--- src/rtl/rbk_pkg.sv ---
package rbk_pkg;
  localparam int REG_AW   = 5;
  localparam int DATA_W   = 8;
  localparam int MEM_AW   = 9;
  localparam int NUM_LOCS = 30;
  // fixed decode points the host software depends on
  localparam logic [REG_AW-1:0] LOC_MPTR_HI = 5'h1A;
  localparam logic [REG_AW-1:0] LOC_MPTR_LO = 5'h1B;
  localparam logic [REG_AW-1:0] LOC_WIN_WR  = 5'h1C;
  localparam logic [REG_AW-1:0] LOC_WIN_RD  = 5'h1D;
  localparam logic [REG_AW-1:0] LOC_WRAP    = LOC_MPTR_LO;
  localparam int NUM_PLAIN = int'(LOC_MPTR_HI);
endpackage

--- src/rtl/rbk_ptr.sv ---
module rbk_ptr #(
  parameter int                AW    = 5,
  parameter int                NLOC  = 30,
  parameter logic [AW-1:0]     LAST  = 5'h1B
) (
  input  logic          clk_i,
  input  logic          rst_ni,
  input  logic          addr_vld_i,
  input  logic [AW-1:0] addr_i,
  input  logic          step_i,
  output logic [AW-1:0] ptr_o
);
  logic [AW-1:0] ptr_q;
  logic          addr_ok;

  assign addr_ok = addr_vld_i && (int'(addr_i) < NLOC);

  always_ff @(posedge clk_i or negedge rst_ni) begin
    if (!rst_ni) begin
      ptr_q <= '0;
    end else if (addr_ok) begin
      ptr_q <= addr_i;
    end else if (step_i) begin
      if (ptr_q == LAST)     ptr_q <= '0;
      else if (ptr_q < LAST) ptr_q <= ptr_q + 1'b1;
    end
  end

  assign ptr_o = ptr_q;

  p_wrap_r5: assert property (@(posedge clk_i) disable iff (!rst_ni)
    (step_i && !addr_vld_i && ptr_q == LAST) |=> (ptr_q == '0));
  p_cmd_hold_r7: assert property (@(posedge clk_i) disable iff (!rst_ni)
    (step_i && !addr_vld_i && ptr_q > LAST) |=> $stable(ptr_q));
  p_addr_ignore_r2: assert property (@(posedge clk_i) disable iff (!rst_ni)
    (addr_vld_i && int'(addr_i) >= NLOC && !step_i) |=> $stable(ptr_q));
endmodule

--- src/rtl/rbk_bank.sv ---
module rbk_bank #(
  parameter int AW     = 5,
  parameter int DW     = 8,
  parameter int NPLAIN = 26
) (
  input  logic          clk_i,
  input  logic          rst_ni,
  input  logic          wr_en_i,
  input  logic [AW-1:0] wr_idx_i,
  input  logic [DW-1:0] wr_data_i,
  input  logic [AW-1:0] rd_idx_i,
  output logic [DW-1:0] rd_data_o
);
  logic [NPLAIN-1:0][DW-1:0] regs_q;

  for (genvar i = 0; i < NPLAIN; i++) begin : g_reg
    always_ff @(posedge clk_i or negedge rst_ni) begin
      if (!rst_ni)                                         regs_q[i] <= '0;
      else if (wr_en_i && wr_idx_i == AW'(i))              regs_q[i] <= wr_data_i;
    end
  end

  always_comb begin
    rd_data_o = '0;
    for (int i = 0; i < NPLAIN; i++)
      if (rd_idx_i == AW'(i)) rd_data_o = regs_q[i];
  end

  p_hold_r3: assert property (@(posedge clk_i) disable iff (!rst_ni)
    !wr_en_i |=> $stable(regs_q));
endmodule

--- src/rtl/rbk_memport.sv ---
module rbk_memport #(
  parameter int            AW     = 5,
  parameter int            DW     = 8,
  parameter int            MAW    = 9,
  parameter logic [AW-1:0] LOC_HI = 5'h1A,
  parameter logic [AW-1:0] LOC_LO = 5'h1B,
  parameter logic [AW-1:0] LOC_WW = 5'h1C,
  parameter logic [AW-1:0] LOC_RW = 5'h1D
) (
  input  logic           clk_i,
  input  logic           rst_ni,
  input  logic [AW-1:0]  sel_i,
  input  logic           addr_vld_i,
  input  logic [AW-1:0]  addr_i,
  input  logic           wr_i,
  input  logic [DW-1:0]  wdata_i,
  input  logic           rd_i,
  output logic [MAW-1:0] mptr_o,
  output logic [DW-1:0]  win_data_o,
  output logic           mem_en_o,
  output logic           mem_we_o,
  output logic [MAW-1:0] mem_addr_o,
  output logic [DW-1:0]  mem_wdata_o,
  input  logic [DW-1:0]  mem_rdata_i
);
  localparam int HI_W = MAW - DW;

  logic [MAW-1:0] mptr_q, mptr_nxt;
  logic           wr_cmd, rd_cmd, open_rd, fetch;
  logic           fill_q;
  logic [DW-1:0]  buf_q;

  assign mptr_nxt = mptr_q + 1'b1;
  assign wr_cmd   = wr_i && sel_i == LOC_WW;
  assign rd_cmd   = rd_i && sel_i == LOC_RW;
  assign open_rd  = addr_vld_i && addr_i == LOC_RW;
  // prefetch on window open and on every consumed byte
  assign fetch    = open_rd || rd_cmd;

  assign mem_en_o    = fetch || wr_cmd;
  assign mem_we_o    = wr_cmd;
  assign mem_addr_o  = rd_cmd ? mptr_nxt : mptr_q;
  assign mem_wdata_o = wdata_i;

  always_ff @(posedge clk_i or negedge rst_ni) begin
    if (!rst_ni) begin
      mptr_q <= '0;
    end else if (wr_cmd || rd_cmd) begin
      mptr_q <= mptr_nxt;
    end else if (wr_i && sel_i == LOC_HI) begin
      mptr_q[MAW-1:DW] <= wdata_i[HI_W-1:0];
    end else if (wr_i && sel_i == LOC_LO) begin
      mptr_q[DW-1:0] <= wdata_i;
    end
  end

  always_ff @(posedge clk_i or negedge rst_ni) begin
    if (!rst_ni) begin
      fill_q <= 1'b0;
      buf_q  <= '0;
    end else begin
      fill_q <= fetch;
      if (fill_q) buf_q <= mem_rdata_i;
    end
  end

  assign win_data_o = fill_q ? mem_rdata_i : buf_q;
  assign mptr_o     = mptr_q;

  p_we_only_win_r10: assert property (@(posedge clk_i) disable iff (!rst_ni)
    mem_we_o |-> (sel_i == LOC_WW));
  p_mptr_wrap_r8: assert property (@(posedge clk_i) disable iff (!rst_ni)
    (wr_cmd && mptr_q == {MAW{1'b1}}) |=> (mptr_q == '0));
  p_rd_step_r9: assert property (@(posedge clk_i) disable iff (!rst_ni)
    rd_cmd |=> (mptr_q == $past(mptr_q) + 1'b1));
  p_mptr_still_r10: assert property (@(posedge clk_i) disable iff (!rst_ni)
    (!wr_i && !rd_i) |=> $stable(mptr_q));
endmodule

--- src/rtl/autoinc_regbank.sv ---
module autoinc_regbank
  import rbk_pkg::*;
#(
  parameter int AW   = REG_AW,
  parameter int DW   = DATA_W,
  parameter int MAW  = MEM_AW,
  parameter int NLOC = NUM_LOCS
) (
  input  logic           clk_i,
  input  logic           rst_ni,
  input  logic           addr_vld_i,
  input  logic [AW-1:0]  addr_i,
  input  logic           wr_vld_i,
  input  logic [DW-1:0]  wr_data_i,
  input  logic           rd_vld_i,
  output logic [DW-1:0]  rd_data_o,
  output logic           mem_en_o,
  output logic           mem_we_o,
  output logic [MAW-1:0] mem_addr_o,
  output logic [DW-1:0]  mem_wdata_o,
  input  logic [DW-1:0]  mem_rdata_i
);
  localparam int HI_W = MAW - DW;

  logic           wr_g, rd_g;
  logic [AW-1:0]  ptr;
  logic [DW-1:0]  bank_rdata, win_rdata;
  logic [MAW-1:0] mptr;

  // address phase beats write beats read
  assign wr_g = wr_vld_i && !addr_vld_i;
  assign rd_g = rd_vld_i && !addr_vld_i && !wr_vld_i;

  rbk_ptr #(.AW(AW), .NLOC(NLOC), .LAST(LOC_WRAP)) u_ptr (
    .clk_i, .rst_ni,
    .addr_vld_i, .addr_i,
    .step_i (wr_g || rd_g),
    .ptr_o  (ptr)
  );

  rbk_bank #(.AW(AW), .DW(DW), .NPLAIN(NUM_PLAIN)) u_bank (
    .clk_i, .rst_ni,
    .wr_en_i   (wr_g && int'(ptr) < NUM_PLAIN),
    .wr_idx_i  (ptr),
    .wr_data_i (wr_data_i),
    .rd_idx_i  (ptr),
    .rd_data_o (bank_rdata)
  );

  rbk_memport #(
    .AW(AW), .DW(DW), .MAW(MAW),
    .LOC_HI(LOC_MPTR_HI), .LOC_LO(LOC_MPTR_LO),
    .LOC_WW(LOC_WIN_WR),  .LOC_RW(LOC_WIN_RD)
  ) u_mem (
    .clk_i, .rst_ni,
    .sel_i       (ptr),
    .addr_vld_i, .addr_i,
    .wr_i        (wr_g),
    .wdata_i     (wr_data_i),
    .rd_i        (rd_g),
    .mptr_o      (mptr),
    .win_data_o  (win_rdata),
    .mem_en_o, .mem_we_o, .mem_addr_o, .mem_wdata_o, .mem_rdata_i
  );

  always_comb begin
    if (int'(ptr) < NUM_PLAIN)   rd_data_o = bank_rdata;
    else if (ptr == LOC_MPTR_HI) rd_data_o = {{(DW-HI_W){1'b0}}, mptr[MAW-1:DW]};
    else if (ptr == LOC_MPTR_LO) rd_data_o = mptr[DW-1:0];
    else if (ptr == LOC_WIN_RD)  rd_data_o = win_rdata;
    else                         rd_data_o = '0;
  end

  p_hi_mask_r6: assert property (@(posedge clk_i) disable iff (!rst_ni)
    (ptr == LOC_MPTR_HI) |-> (rd_data_o[DW-1:HI_W] == '0));
  p_win_rd_zero_r10: assert property (@(posedge clk_i) disable iff (!rst_ni)
    (ptr == LOC_WIN_WR) |-> (rd_data_o == '0));
endmodule

--- config.mk ---
export PLATFORM = sky130hd
export DESIGN_NAME = autoinc_regbank
export DESIGN_NICKNAME = d
export VERILOG_FILES = /design/src/rtl/rbk_pkg.sv /design/src/rtl/rbk_ptr.sv /design/src/rtl/rbk_bank.sv /design/src/rtl/rbk_memport.sv /design/src/rtl/autoinc_regbank.sv
export SDC_FILE = /design/constraint.sdc
export NUM_CORES = 1
export LEC_CHECK = 0
export BUFFER_PORTS_ARGS = -buffer_cell sky130_fd_sc_hd__buf_2
export CAP_MARGIN = 5
export CORE_MARGIN = 10
export CORE_UTILIZATION = 55
export DETAILED_ROUTE_END_ITERATION = 10
export PLACE_DENSITY = 0.72
export SLEW_MARGIN = 20
export SYNTH_ARGS = -nofsm -noshare
export SYNTH_HDL_FRONTEND = slang
export SYNTH_SLANG_ARGS = --single-unit
--- constraint.sdc ---
create_clock -name clk_i -period 8.15 [get_ports clk_i]
set_input_delay 1.2225 -clock clk_i [delete_from_list [all_inputs] [get_ports clk_i]]
set_output_delay 1.2225 -clock clk_i [all_outputs]
set_load 0.02 [all_outputs]
==> results of run 1 <==
==> metal layers <==
metal | vias up | GRT usage
met5 | - | 0
met4 | 0 | 0.09792
met3 | 99 | 0.05553
met2 | 530 | 0.3728
met1 | 4934 | 0.3445
li1 | 4238 | -
==> path summary, 6_finish.rpt <==
| kind | start | end | slack (ns) |
|---|---|---|---|
| max in group asynchronous | rst_ni | u_bank.regs_q[90] | 6.03 |
| max reg2reg | u_ptr.ptr_o[1] | u_mem.mptr_o[6] | 4.72 |
| min in group asynchronous | rst_ni | u_mem.mptr_o[3] | 0.72 |
| min reg2reg | u_bank.regs_q[107] | u_bank.regs_q[107] | 0.50 |
| min | u_bank.regs_q[107] | u_bank.regs_q[107] | 0.50 |
| max | u_ptr.ptr_o[2] | rd_data_o[4] | 2.78 |
==> layout by cell type, fill, tap and decap left out, drive strengths merged, types with 9 or more instances in the layout <==
| cell | netlist | routed |
|---|---|---|
| xnor2 | 9 | 9 |
| nor3 | 14 | 14 |
| o22ai | 26 | 26 |
| nand3b | 12 | 12 |
| dfrtp | 231 | 231 |
| a22oi | 17 | 17 |
| a21oi | 56 | 56 |
| nand2 | 88 | 88 |
| inv | 21 | 21 |
| a221oi | 18 | 18 |
| clkbuf | 43 | 39 |
| mux2 | 218 | 218 |
| and3 | 11 | 11 |
| nor2b | 15 | 15 |
| o211ai | 16 | 16 |
| buf | 56 | 63 |
| o21ai | 36 | 36 |
| a31oi | 9 | 9 |
| nand3 | 26 | 26 |
| nor2 | 64 | 64 |
| o221ai | 14 | 14 |
| nand2b | 9 | 9 |
==> worst register-to-register path, delay by kind of cell, from the launching register on <==
kind | cells | cell delay (ns)
fa+ha+maj | 1 | 0.77
compound gates | 2 | 0.38
buf+inv | 1 | 0.16
simple gates | 4 | 1.56
flops | 1 | 0.45
==> kinds of logic (layout without fill, tap and decap cells) <==
kind of cell,after synthesis,in the layout,share of synthesized area
AO/OA/AOI/OAI,256,256,0.1421
XOR/XNOR,9,9,0.006287
adder cells (fa/ha/maj),6,6,0.005987
buffers and inverters,121,131,0.04909
flip-flops,231,231,0.4610
multiplexers,221,221,0.1982
AND/OR/NAND/NOR,301,301,0.1374
==> report_power, final <==
part | leakage [nW] | switching [mW] | internal (mW)
combinational | 2.78 | 0.536 | 0.435
clock | 0.403 | 0.472 | 0.681
sequential | 3.06 | 0.247 | 1.47
==> through the flow <==
step / util / area [um2]
2_1_floorplan: - / 12540
3_3_place_gp: 0.5652 / 12720
3_5_place_dp: 0.5655 / 12730
4_1_cts: 0.6028 / 13560
5_1_grt: 0.6028 / 13560
6_report: 0.6028 / 13560
==> cell type report <==
cell class	count	area (um2)
inverter	22	82.58
multi-input combinational	793	6152
fill	1861	8939
sequential	231	5782
clock inverter	7	67.56
tap	285	356.6
timing repair buffer	63	352.8
clock buffer	39	770.7
==> registers in the layout (all words and copies together) (netlist names) <==
name	count
u_bank.regs_q	208
u_mem.buf_q	8
u_mem.fill_q	1
u_mem.mptr_o	9
u_ptr.ptr_o	5
==> results.env, run 1 <==
LEAKAGE_POWER_nW=6.248
PATH_BUF_INV=1
MAX_CAP_VIOL_COUNT=0
VIA_COUNT_OF_THE_FIRST_GLOBAL_ROUTING_PASS=9710
SYN-MEAN-INSTANCE-AREA_UM2=10.95
ANTENNA_FOUND_INITIAL=0
CRITICAL_PATH_REQUIRED_NS=6.93
GP_CONGESTION=0.9488
DETAILEDPLACE.WORSTSLACK_NS=3.507
DIE-AREA_UM2=29240
GRT_SETUP_UNREPAIRED='false'
COUNT_OF_ROUTING_VIOLATIONS_AFTER_THE_OPENING_DETAILED_ROUTE_ITERATION=1178
YOSYS.CELL_TYPES.COUNT=86
DRT-VIAS-PER-INSTANCE=6.806
WORSTPATHCELLLIST='and3_1, ha_1, nand2_1, o311ai_1, o21ai_0, a21oi_1, a211oi_1, o41ai_1, buf_2'
FIN_TNS_SETUP_NS=0
POST-CTS-SETUP-BUFFER-COUNT=0
FRACTION_OF_THE_YOSYS_AREA_TAKEN_BY_SEQUENTIAL_CELLS=0.4610
TIMING.SETUP.CRITICAL_PATH_CLASS='register to output port'
SYNTH_ENABLE_FLOP_CELLS=0
GRT_FIRST_PASS_WIRELENGTH_UM=57200
MAXCLOCKFREQUENCY_MHz=186.0
TIMING.CRITICAL_PATH.FANOUT_MAX=56
FLOORPLAN.INITIALDENSITY=0.5572
NETLIST.AREA_LEADER.SHARE=0.4610
POSTCTSRESIZEDCELLS=0
TRITONCTS.NUM_BUFFERS=26
TIMING_WORST_SLEW_PIN_VALUE_NS=1.076
ANTENNA_CELLS_INSERTED=0
RUN_STATUS='complete, no violations'
POWER.DENSITY_CELL_AREA_nW_PER_UM2=282.9
GLOBALROUTETOTALUTIL=0.2493
CRIT_PATH_START_KIND='register'
LAYOUT_MIN_CYCLE_TIME_NS=5.375
CP.DEPTH=9
TIMING.FINAL.WS_SETUP_NS=2.775
CTSHTREEMAXLEVEL=1
DIE_HEIGHT_UM=171.0
MIN_DELAY_PATH_DEPTH=1
DRT_DRC_VIOLATIONS_LEFT=0
NETLIST_TOP_CELLS_COUNT='dfrtp_1, mux2_2, nand2_1, nor2_1, a21oi_1'
CRIT_END_ELEMENT='output port'
WORST_REG_TO_REG_PATH_CELL_COUNT=8
ROUTE.MET2.WL_UM=16020
HOLDBUFCOUNTCTS=0
DRT-TOTAL-WL_UM=36660
CLK_PIN_SLEW_WORST_PATHS_NS=0.06
NETLIST_AREA_UM2=12540
ARRIVAL_NS=4.15
CRITPATHMAXSTAGEDELAY_NS=1.08
FINAL_NUMBER_OF_SETUP_VIOLATING_ENDPOINTS=0
GRT_START_MAX_NET_PINS=104
CTS_NUM_SINKS=231
PEAKVDDDROP_mV=0.2297
WORST_SLEW_MARGIN=0.2829
TRITONCTS='done'
FINAL.PERIOD_UTILIZATION=0.6595
INSERTION_DELAY_NS=0.54
GLOBAL_ROUTE.OVERFLOW_TOTAL=0
NET_COUNT_OF_THE_MAPPED_NETLIST=1177
POSTSYNTH.ASYNCRESETSHARE=1.000
DETAIL_ROUTE.FIRST_PASS.ITERATIONS=6
TIMING.FINAL.HOLD_VIOLATIONS=0
COREAREA_UM2=22500
DETAILED_PLACE_HPWL_UM=24030
FINAL_NETS=1169
YOSYS_REGISTER_BITS=231
TIMING.CRITICAL_PATH.MAX_DELAY_FAMILY='compound AO/OA/AOI/OAI gates'
FIN_TOTAL_PWR_mW=3.838
POSTROUTEANTENNANETS=0
HOLD_WS_NS=0.4979
FP.DIEW_UM=171.0
FLOORPLAN.IO_PINS=53
POST-SYNTH-TOP-COUNT-CELL='dfrtp_1'
POST_DRT_WL_PER_CELL_UM=25.46
IO_BUFFERS=52
INSTANCES_NO_FILL=1440
FINAL_LAYOUT_SIZE_SUFFIX_GT1_FRAC=0.3169
SYNTH.TOP_CELLS.BY_AREA='dfrtp_1, mux2_2, a21oi_1'
POST-PLACE-CELLS=1394
WORST_CLOCK_SKEW_NS=0.01515
CP_SLOWEST_CELL='dfrtp_2'
WORSTHOLDPATHTYPE='register to register'
SYNTH_TOP_FLOP_CELL='dfrtp_1'
ROUTE.VIAS.TOTAL=9801
SYNTHTOLAYOUTAREAGROWTH_PCT=8.172
REPORT.FINAL.SLEW_VIOL_COUNT=0
POSTSYNTHCELLCOUNT=1145
DRT-MET1-WL_UM=15980
CTS.ROOT.BUFFER_CELL='clkbuf_16'
SYN_WARNINGS=0
SYNTH_LARGEST_AREA_CELL='dfrtp_1'
MET3WIRELENGTH_UM=3230
HIGHEST-SIGNAL-LAYER='met4'
TOTAL_NUMBER_OF_PLACEMENT_ROWS=55
CTS.PATH.MAX_BUFFERS=3
(Power assumes the default switching activity.)
==> inputs of run 2 (changes only) <==
--- a/config.mk
+++ b/config.mk
@@ -10,7 +10,7 @@
 export CORE_MARGIN = 10
 export CORE_UTILIZATION = 55
 export DETAILED_ROUTE_END_ITERATION = 10
-export PLACE_DENSITY = 0.72
+export PLACE_DENSITY = 0.75
 export SLEW_MARGIN = 20
 export SYNTH_ARGS = -nofsm -noshare
 export SYNTH_HDL_FRONTEND = slang
==> constraint.sdc (replaced) <==
create_clock -name clk_i -period 4.6 [get_ports clk_i]
set_input_delay 0.69 -clock clk_i [delete_from_list [all_inputs] [get_ports clk_i]]
set_output_delay 0.69 -clock clk_i [all_outputs]
set_load 0.02 [all_outputs]
==> run 2 against run 1 <==
Clock skew grew 0.0023 ns. Setup slack got worse by 2.7 ns. Critical path type unchanged. Final cell count rose by 0.76%. Global-route usage decreased by 0.10 points. First-iteration DRC count grew 5.9%. Sequential share of layout area down 0.38 points. Non-clock buffer count rose by 14. Critical path depth up 1. Combinational power rose by 78%.
==> results.env, run 2 (same netlist as run 1, synthesis figures left out) <==
RUN_STATUS='complete, no violations'
DETAIL_ROUTE.FIRST_PASS.ITERATIONS=6  # unchanged
REPORT.FINAL.SLEW_VIOL_COUNT=0  # unchanged
CLK_PIN_SLEW_WORST_PATHS_NS=0.06  # about the same
POWER.COMBINATIONAL.FRACTION=0.252  # about the same
COUNT_OF_ROUTING_VIOLATIONS_AFTER_THE_OPENING_DETAILED_ROUTE_ITERATION=1247  # +5.9%
SYNTHTOLAYOUTAREAGROWTH_PCT=9.140
POSTLAYOUTCOREUTIL=0.6082  # +0.005393
NETSWITCHINGFRACTION=0.3246  # -0.002435
FLOORPLAN.IO_PINS=53  # unchanged
DETAILED_PLACE_HPWL_UM=25090  # +4.4%
POST_DETAILED_PLACEMENT_CELL_AREA_UM2=12840  # +0.87%
CRITPATHMAXSTAGEDELAY_NS=0.59  # -0.49 ns
PATH_BUF_INV=3  # +2
FINAL_LAYOUT_SIZE_SUFFIX_GT1_FRAC=0.3259  # +0.009017
GRT_FIRST_PASS_WIRELENGTH_UM=56900  # -0.52%
GRT_SETUP_UNREPAIRED='false'
COREAREA_UM2=22500  # unchanged
GP_CONGESTION=0.9689  # +2.1%
LEAKAGE_POWER_nW=6.336  # +1.4%
SEQ_POWER_SHARE=0.445  # -0.002
CRITICAL_PATH_REQUIRED_NS=3.91  # -3.02 ns
DIE-AREA_UM2=29240  # unchanged
CP_SLOWEST_CELL='o41ai_1'
ANTENNA_FOUND_INITIAL=0  # unchanged
DRT_DRC_VIOLATIONS_LEFT=0  # unchanged
POST-CTS-SETUP-BUFFER-COUNT=0  # unchanged
TOTAL_NUMBER_OF_PLACEMENT_ROWS=55  # unchanged
WORST_SLEW_MARGIN=0.3486  # +0.06574
GLOBALROUTETOTALUTIL=0.2483  # -0.001023
DIE_HEIGHT_UM=171.0  # unchanged
GLOBAL_ROUTE.OVERFLOW_TOTAL=0  # unchanged
ARRIVAL_NS=3.83  # -0.32 ns
INSERTION_DELAY_NS=0.53  # about the same
POWER.DENSITY_CELL_AREA_nW_PER_UM2=502.7  # +78%
TRITONCTS='done'
CTSHTREEMAXLEVEL=1  # unchanged
TIMING_WORST_SLEW_PIN_VALUE_NS=0.9771  # -0.09861 ns
INSTANCES_NO_FILL=1451  # +0.76%
CTS_NUM_SINKS=231  # unchanged
MOST_COMMON_LIBRARY_CELL_IN_THE_LAYOUT_IGNORING_FILL_AND_TAPS='dfrtp_1'
GRT_START_MAX_NET_PINS=127  # +22%
POST_DRT_WL_PER_CELL_UM=25.32  # -0.53%
FINAL.PERIOD_UTILIZATION=0.9819
CRIT_END_ELEMENT='output port'
FP.DIEW_UM=171.0  # unchanged
CRIT_PATH_START_KIND='register'
FLOORPLAN.INITIALDENSITY=0.5572  # unchanged
LAYOUT_MIN_CYCLE_TIME_NS=4.517
REGMOSTFLOPS='u_bank.regs_q'
VIA_COUNT_OF_THE_FIRST_GLOBAL_ROUTING_PASS=9773  # +0.65%
FINAL_NUMBER_OF_SETUP_VIOLATING_ENDPOINTS=0  # unchanged
CTS.ROOT.BUFFER_CELL='clkbuf_16'
TIMING.SETUP.CRITICAL_PATH_CLASS='register to output port'
DRT-VIAS-PER-INSTANCE=6.817  # +0.16%
IO_BUFFERS=52  # unchanged
MAX_CAP_VIOL_COUNT=0  # unchanged
P_SW_mW=2.233  # +78%
DRT-TOTAL-WL_UM=36740  # +0.23%
WORSTPATHCELLLIST='inv_1, ha_2, buf_4, a21o_1, a31oi_1, o22a_1, o2111ai_1, a211oi_1, o41ai_1, buf_2'
POST-PLACE-CELLS=1408  # +1.0%
WORST_CLOCK_SKEW_NS=0.01742  # +0.002273 ns
POST-ROUTE-CELL-AREA_UM2=13690  # +0.89%
MAXCLOCKFREQUENCY_MHz=221.4
FIN_TOTAL_PWR_mW=6.880  # +79%
CTS.PATH.MAX_BUFFERS=3  # unchanged
LARGEST_REGISTER_FF_COUNT=208  # unchanged
ROUTE.VIAS.TOTAL=9892  # +0.93%
TIMING.CRITICAL_PATH.MAX_DELAY_FAMILY='compound AO/OA/AOI/OAI gates'
MOST-COMMON-LAYOUT-CELLS='dfrtp_1, mux2_2, nand2_1'
FINAL_NETS=1182  # +1.1%
TIMING.CRITICAL_PATH.FANOUT_MAX=29  # -48%
POWER_FRAC_CLOCK=0.303  # +0.003
TIMING.FINAL.HOLD_VIOLATIONS=0  # unchanged
WORSTHOLDPATHTYPE='input pin to async pin'
PEAKVDDDROP_mV=0.4330  # +89%
CELL_INTERNAL_PWR_mW=4.647  # +80%
POSTROUTEANTENNANETS=0  # unchanged
ANTENNA_CELLS_INSERTED=0  # unchanged
TRITONCTS.NUM_BUFFERS=25  # -3.8%
FIN_TNS_SETUP_NS=0  # unchanged
run 2: cell count changes in the layout (fill, tap and decap cells not counted):
cell,previous run,this run
buf_4,11,24
clkbuf_1,7,4
clkinvlp_4,3,0
bufinv_16,1,3
clkbuf_16,27,25
buf_12,0,1
clkbuf_8,5,6
clkinv_4,0,1
ha_1,5,4
ha_2,1,2
inv_6,0,1
nor4bb_1,3,4
nor4bb_2,1,0
run 2: through the flow:
step	hold slack (ns)	setup slack [ns]
CTS	0.3203	0.1063
global route	0.3574	0.004326
detailed placement	0.4884	0.6902
finish	0.2748	0.08349
global placement	0.4818	0.8116
floorplan	0.3944	0.7401
run 2: area by class of cell:
cell class / instances / area, um2
well taps: 285 / 356.6
repair buffers: 77 / 470.5
inverters: 22 / 82.58
clock buffers: 35 / 723.2
fillers: 1826 / 8817
flip-flops and latches: 231 / 5782
multi-input cells: 793 / 6148
clock inverters: 8 / 122.6
run 2: worst paths after layout:
check                      cells past startpoint  slack [ns]            endpoint           start
max                                           10        0.08        rd_data_o[4]  u_ptr.ptr_o[1]
min                                            1        0.27     u_mem.mptr_o[3]          rst_ni
max reg2reg                                    8        1.43     u_mem.mptr_o[6]  u_ptr.ptr_o[1]
min reg2reg                                    1        0.50      u_mem.buf_q[1]  u_mem.buf_q[1]
max in group asynchronous                      2        3.37  u_bank.regs_q[176]          rst_ni
min in group clk_i                             2        0.41      u_mem.buf_q[2]  mem_rdata_i[2]
run 2: timing repair:
action | in CTS | in global routing
setup endpoints to repair | 0 | 4
hold buffers | 0 | 0
resized for setup | 0 | 1
run 2: worst reg2reg max path, delay by kind of cell (launching register included):
kind                       cells  cell delay (ns)
AOI/OAI and AO/OA              2             0.38
buffers and inverters          1             0.17
adders and majority gates      1             0.57
DFF                            1             0.46
and+or+nand+nor                4             1.49
run 2: per-layer routing:
metal  global-route usage  wire [um]  up-vias
met4              0.08582       1299        0
met2               0.3715      16100      598
met1               0.3444      15840     4927
li1                     -          -     4258
met3              0.06014       3507      109
met5                    0          0        -
run 2: power by group through the flow:
stage,Clock (mW),Combinational (mW),Sequential [mW]
floorplan,0,1.32,2.86
global placement,0,1.65,3.05
detailed placement,0,1.70,3.07
CTS,2.11,1.71,3.04
global route,2.19,1.87,3.10
finish,2.08,1.73,3.06
==> inputs of run 3 (changes only) <==
--- a/config.mk
+++ b/config.mk
@@ -11,6 +11,7 @@
 export CORE_UTILIZATION = 55
 export DETAILED_ROUTE_END_ITERATION = 10
 export PLACE_DENSITY = 0.75
+export SKIP_LAST_GASP = 1
 export SLEW_MARGIN = 20
 export SYNTH_ARGS = -nofsm -noshare
 export SYNTH_HDL_FRONTEND = slang
==> constraint.sdc (replaced) <==
create_clock -name clk_i -period 4.6 [get_ports clk_i]
set_input_delay 0.23 -clock clk_i [delete_from_list [all_inputs] [get_ports clk_i]]
set_output_delay 0.23 -clock clk_i [all_outputs]
set_load 0.02 [all_outputs]
==> run 3 against run 2 <==
Die area unchanged. First-iteration DRC count increased by 9.5%. Maximum frequency increased by 3.4%. Clock-buffer cell count decreased by 1. Sequential cell count unchanged. Critical endpoint is now rd_data_o[6]. Highest routed layer unchanged. Core utilization increased by 0.33 points.
==> results.env, run 3 (same netlist as run 1, synthesis figures left out) <==
RUN_STATUS='complete, no violations'
POSTROUTEANTENNANETS=0  # unchanged
TIMING.FINAL.HOLD_VIOLATIONS=0  # unchanged
REGMOSTFLOPS='u_bank.regs_q'
CTSHTREEMAXLEVEL=1  # unchanged
FINAL_LAYOUT_SIZE_SUFFIX_GT1_FRAC=0.3200  # -0.005935
INSTANCES_NO_FILL=1457  # +0.41%
MAX_CAP_VIOL_COUNT=0  # unchanged
TIMING.CRITICAL_PATH.FANOUT_MAX=44  # +52%
TRITONCTS.NUM_BUFFERS=25  # unchanged
CTS.PATH.MAX_BUFFERS=3  # unchanged
TRITONCTS='done'
CRIT_END_ELEMENT='output port'
TOTAL_NUMBER_OF_PLACEMENT_ROWS=55  # unchanged
CTS_NUM_SINKS=231  # unchanged
WORSTPATHCELLLIST='inv_1, ha_2, clkinv_1, a31oi_1, o21ai_0, a21oi_1, o221ai_1, a211o_1, buf_2'
ANTENNA_FOUND_INITIAL=0  # unchanged
ROUTE.VIAS.TOTAL=9888  # -0.040%
DIE_HEIGHT_UM=171.0  # unchanged
ANTENNA_CELLS_INSERTED=0  # unchanged
REPORT.FINAL.SLEW_VIOL_COUNT=0  # unchanged
FLOORPLAN.IO_PINS=53  # unchanged
PATH_BUF_INV=3  # unchanged
FINAL_NETS=1186  # +0.34%
TIMING_WORST_SLEW_PIN_VALUE_NS=1.047  # +0.06975 ns
FIN_TNS_SETUP_NS=0  # unchanged
WORST_SLEW_MARGIN=0.3021  # -0.04650
MAXCLOCKFREQUENCY_MHz=228.9  # +3.4%
CTS.ROOT.BUFFER_CELL='clkbuf_16'
CRITICAL_PATH_REQUIRED_NS=4.37  # +0.46 ns
DRT-VIAS-PER-INSTANCE=6.787  # -0.45%
WORST_CLOCK_SKEW_NS=0.01242  # -0.005004 ns
GRT_FIRST_PASS_WIRELENGTH_UM=56860  # about the same
LEAKAGE_POWER_nW=6.353  # +0.27%
INSERTION_DELAY_NS=0.54  # about the same
GLOBALROUTETOTALUTIL=0.2466  # -0.001676
DRT-TOTAL-WL_UM=36600  # -0.38%
POWER.DENSITY_CELL_AREA_nW_PER_UM2=500.2  # -0.50%
CRITPATHMAXSTAGEDELAY_NS=0.85  # +0.26 ns
ARRIVAL_NS=4.14  # +0.31 ns
PEAKVDDDROP_mV=0.3798  # -12%
FLOORPLAN.INITIALDENSITY=0.5572  # unchanged
LARGEST_REGISTER_FF_COUNT=208  # unchanged
GLOBAL_ROUTE.OVERFLOW_TOTAL=0  # unchanged
LAYOUT_MIN_CYCLE_TIME_NS=4.369  # -0.1479 ns
POST-CTS-SETUP-BUFFER-COUNT=0  # unchanged
CP_SLOWEST_CELL='ha_2'
SYNTHTOLAYOUTAREAGROWTH_PCT=9.739
COUNT_OF_ROUTING_VIOLATIONS_AFTER_THE_OPENING_DETAILED_ROUTE_ITERATION=1365  # +9.5%
CRIT_PATH_START_KIND='register'
GRT_SETUP_UNREPAIRED='false'
LAYOUT.FILLER_CELLS=1805  # -1.2%
TIMING.FINAL.WS_SETUP_NS=0.2314  # +0.1479 ns
COREAREA_UM2=22500  # unchanged
DETAILEDPLACE.WORSTSLACK_NS=1.010  # +0.3194 ns
HOLDBUFCOUNTCTS=11  # +11
VIA_COUNT_OF_THE_FIRST_GLOBAL_ROUTING_PASS=9795  # +0.23%
TIMING.SETUP.CRITICAL_PATH_CLASS='register to output port'
MOST_COMMON_LIBRARY_CELL_IN_THE_LAYOUT_IGNORING_FILL_AND_TAPS='dfrtp_1'
DIE-AREA_UM2=29240  # unchanged
POSTCTSRESIZEDCELLS=0  # unchanged
DRT_DRC_VIOLATIONS_LEFT=0  # unchanged
FP.DIEW_UM=171.0  # unchanged
MOST-COMMON-LAYOUT-CELLS='dfrtp_1, mux2_2, nand2_1'
DETAIL_ROUTE.FIRST_PASS.ITERATIONS=7  # +1
GP_CONGESTION=0.9333  # -3.7%
CLK_PIN_SLEW_WORST_PATHS_NS=0.06  # about the same
POST_DRT_WL_PER_CELL_UM=25.12  # -0.79%
GRT_START_MAX_NET_PINS=141  # +11%
WORSTHOLDPATHTYPE='input pin to register'
TIMING.CRITICAL_PATH.MAX_DELAY_FAMILY='compound AO/OA/AOI/OAI gates'
IO_BUFFERS=52  # unchanged
FINAL.PERIOD_UTILIZATION=0.9497  # -0.03216
POST-PLACE-CELLS=1400  # -0.57%
DETAILED_PLACE_HPWL_UM=24380  # -2.8%
FINAL_NUMBER_OF_SETUP_VIOLATING_ENDPOINTS=0  # unchanged
HOLD_WS_NS=0.01877  # -0.2560 ns
run 3: cell count changes in the layout (fill, tap and decap cells not counted), sizes merged:
cell	change
clkinvlp	+1
dlygate4sd3	+11
inv	+1
clkinv	+1
clkbuf	-1
buf	-7
run 3: path summary, 6_finish.rpt:
check	startpoint	to	slack [ns]	depth (start not counted)
setup / recovery	u_ptr.ptr_o[1]	rd_data_o[6]	0.23	9
hold / removal	addr_i[2]	u_ptr.ptr_o[2]	0.02	3
setup reg to reg	u_ptr.ptr_o[1]	u_mem.mptr_o[6]	1.11	8
hold reg to reg	u_mem.buf_q[6]	u_mem.buf_q[6]	0.50	1
max in group asynchronous	rst_ni	u_bank.regs_q[22]	3.10	4
min in group asynchronous	rst_ni	u_mem.mptr_o[3]	0.17	2
run 3: metrics by stage:
stage          total power [mW]  utilization  instance area [um2]
2_1_floorplan             4.175            -                12540
3_3_place_gp              4.674       0.5673                12760
3_5_place_dp              4.740       0.5673                12760
4_1_cts                   6.839       0.6100                13730
5_1_grt                   7.164       0.6115                13760
6_report                  6.883       0.6115                13760
run 3: area by class of cell:
cell class	count	area (um2)	share of cell area
Clock inverter	11	142.6	0.01037
Timing Repair Buffer	81	535.5	0.03892
Inverter	22	82.58	0.006001
Clock buffer	34	709.4	0.05155
Multi-Input combinational cell	793	6152	0.4471
Sequential cell	231	5782	0.4202
Tap cell	285	356.6	0.02591
run 3: per-layer routing:
metal / share of wire / track usage / up-vias
met2: 0.44 / 0.3715 / 578
met5: 0 / 0 / -
met3: 0.097 / 0.05346 / 106
met1: 0.43 / 0.3424 / 4928
li1: - / - / 4276
met4: 0.037 / 0.08922 / 0
run 3: tightest hold or removal path, stage by stage:
cell,delay (ns)
buf_2,0.09
nor2_1,0.05
a21oi_1,0.13
run 3: where the power goes:
group,internal [mW],switching (mW)
combinational,0.787,0.963
sequential,2.60,0.434
clock,1.25,0.851
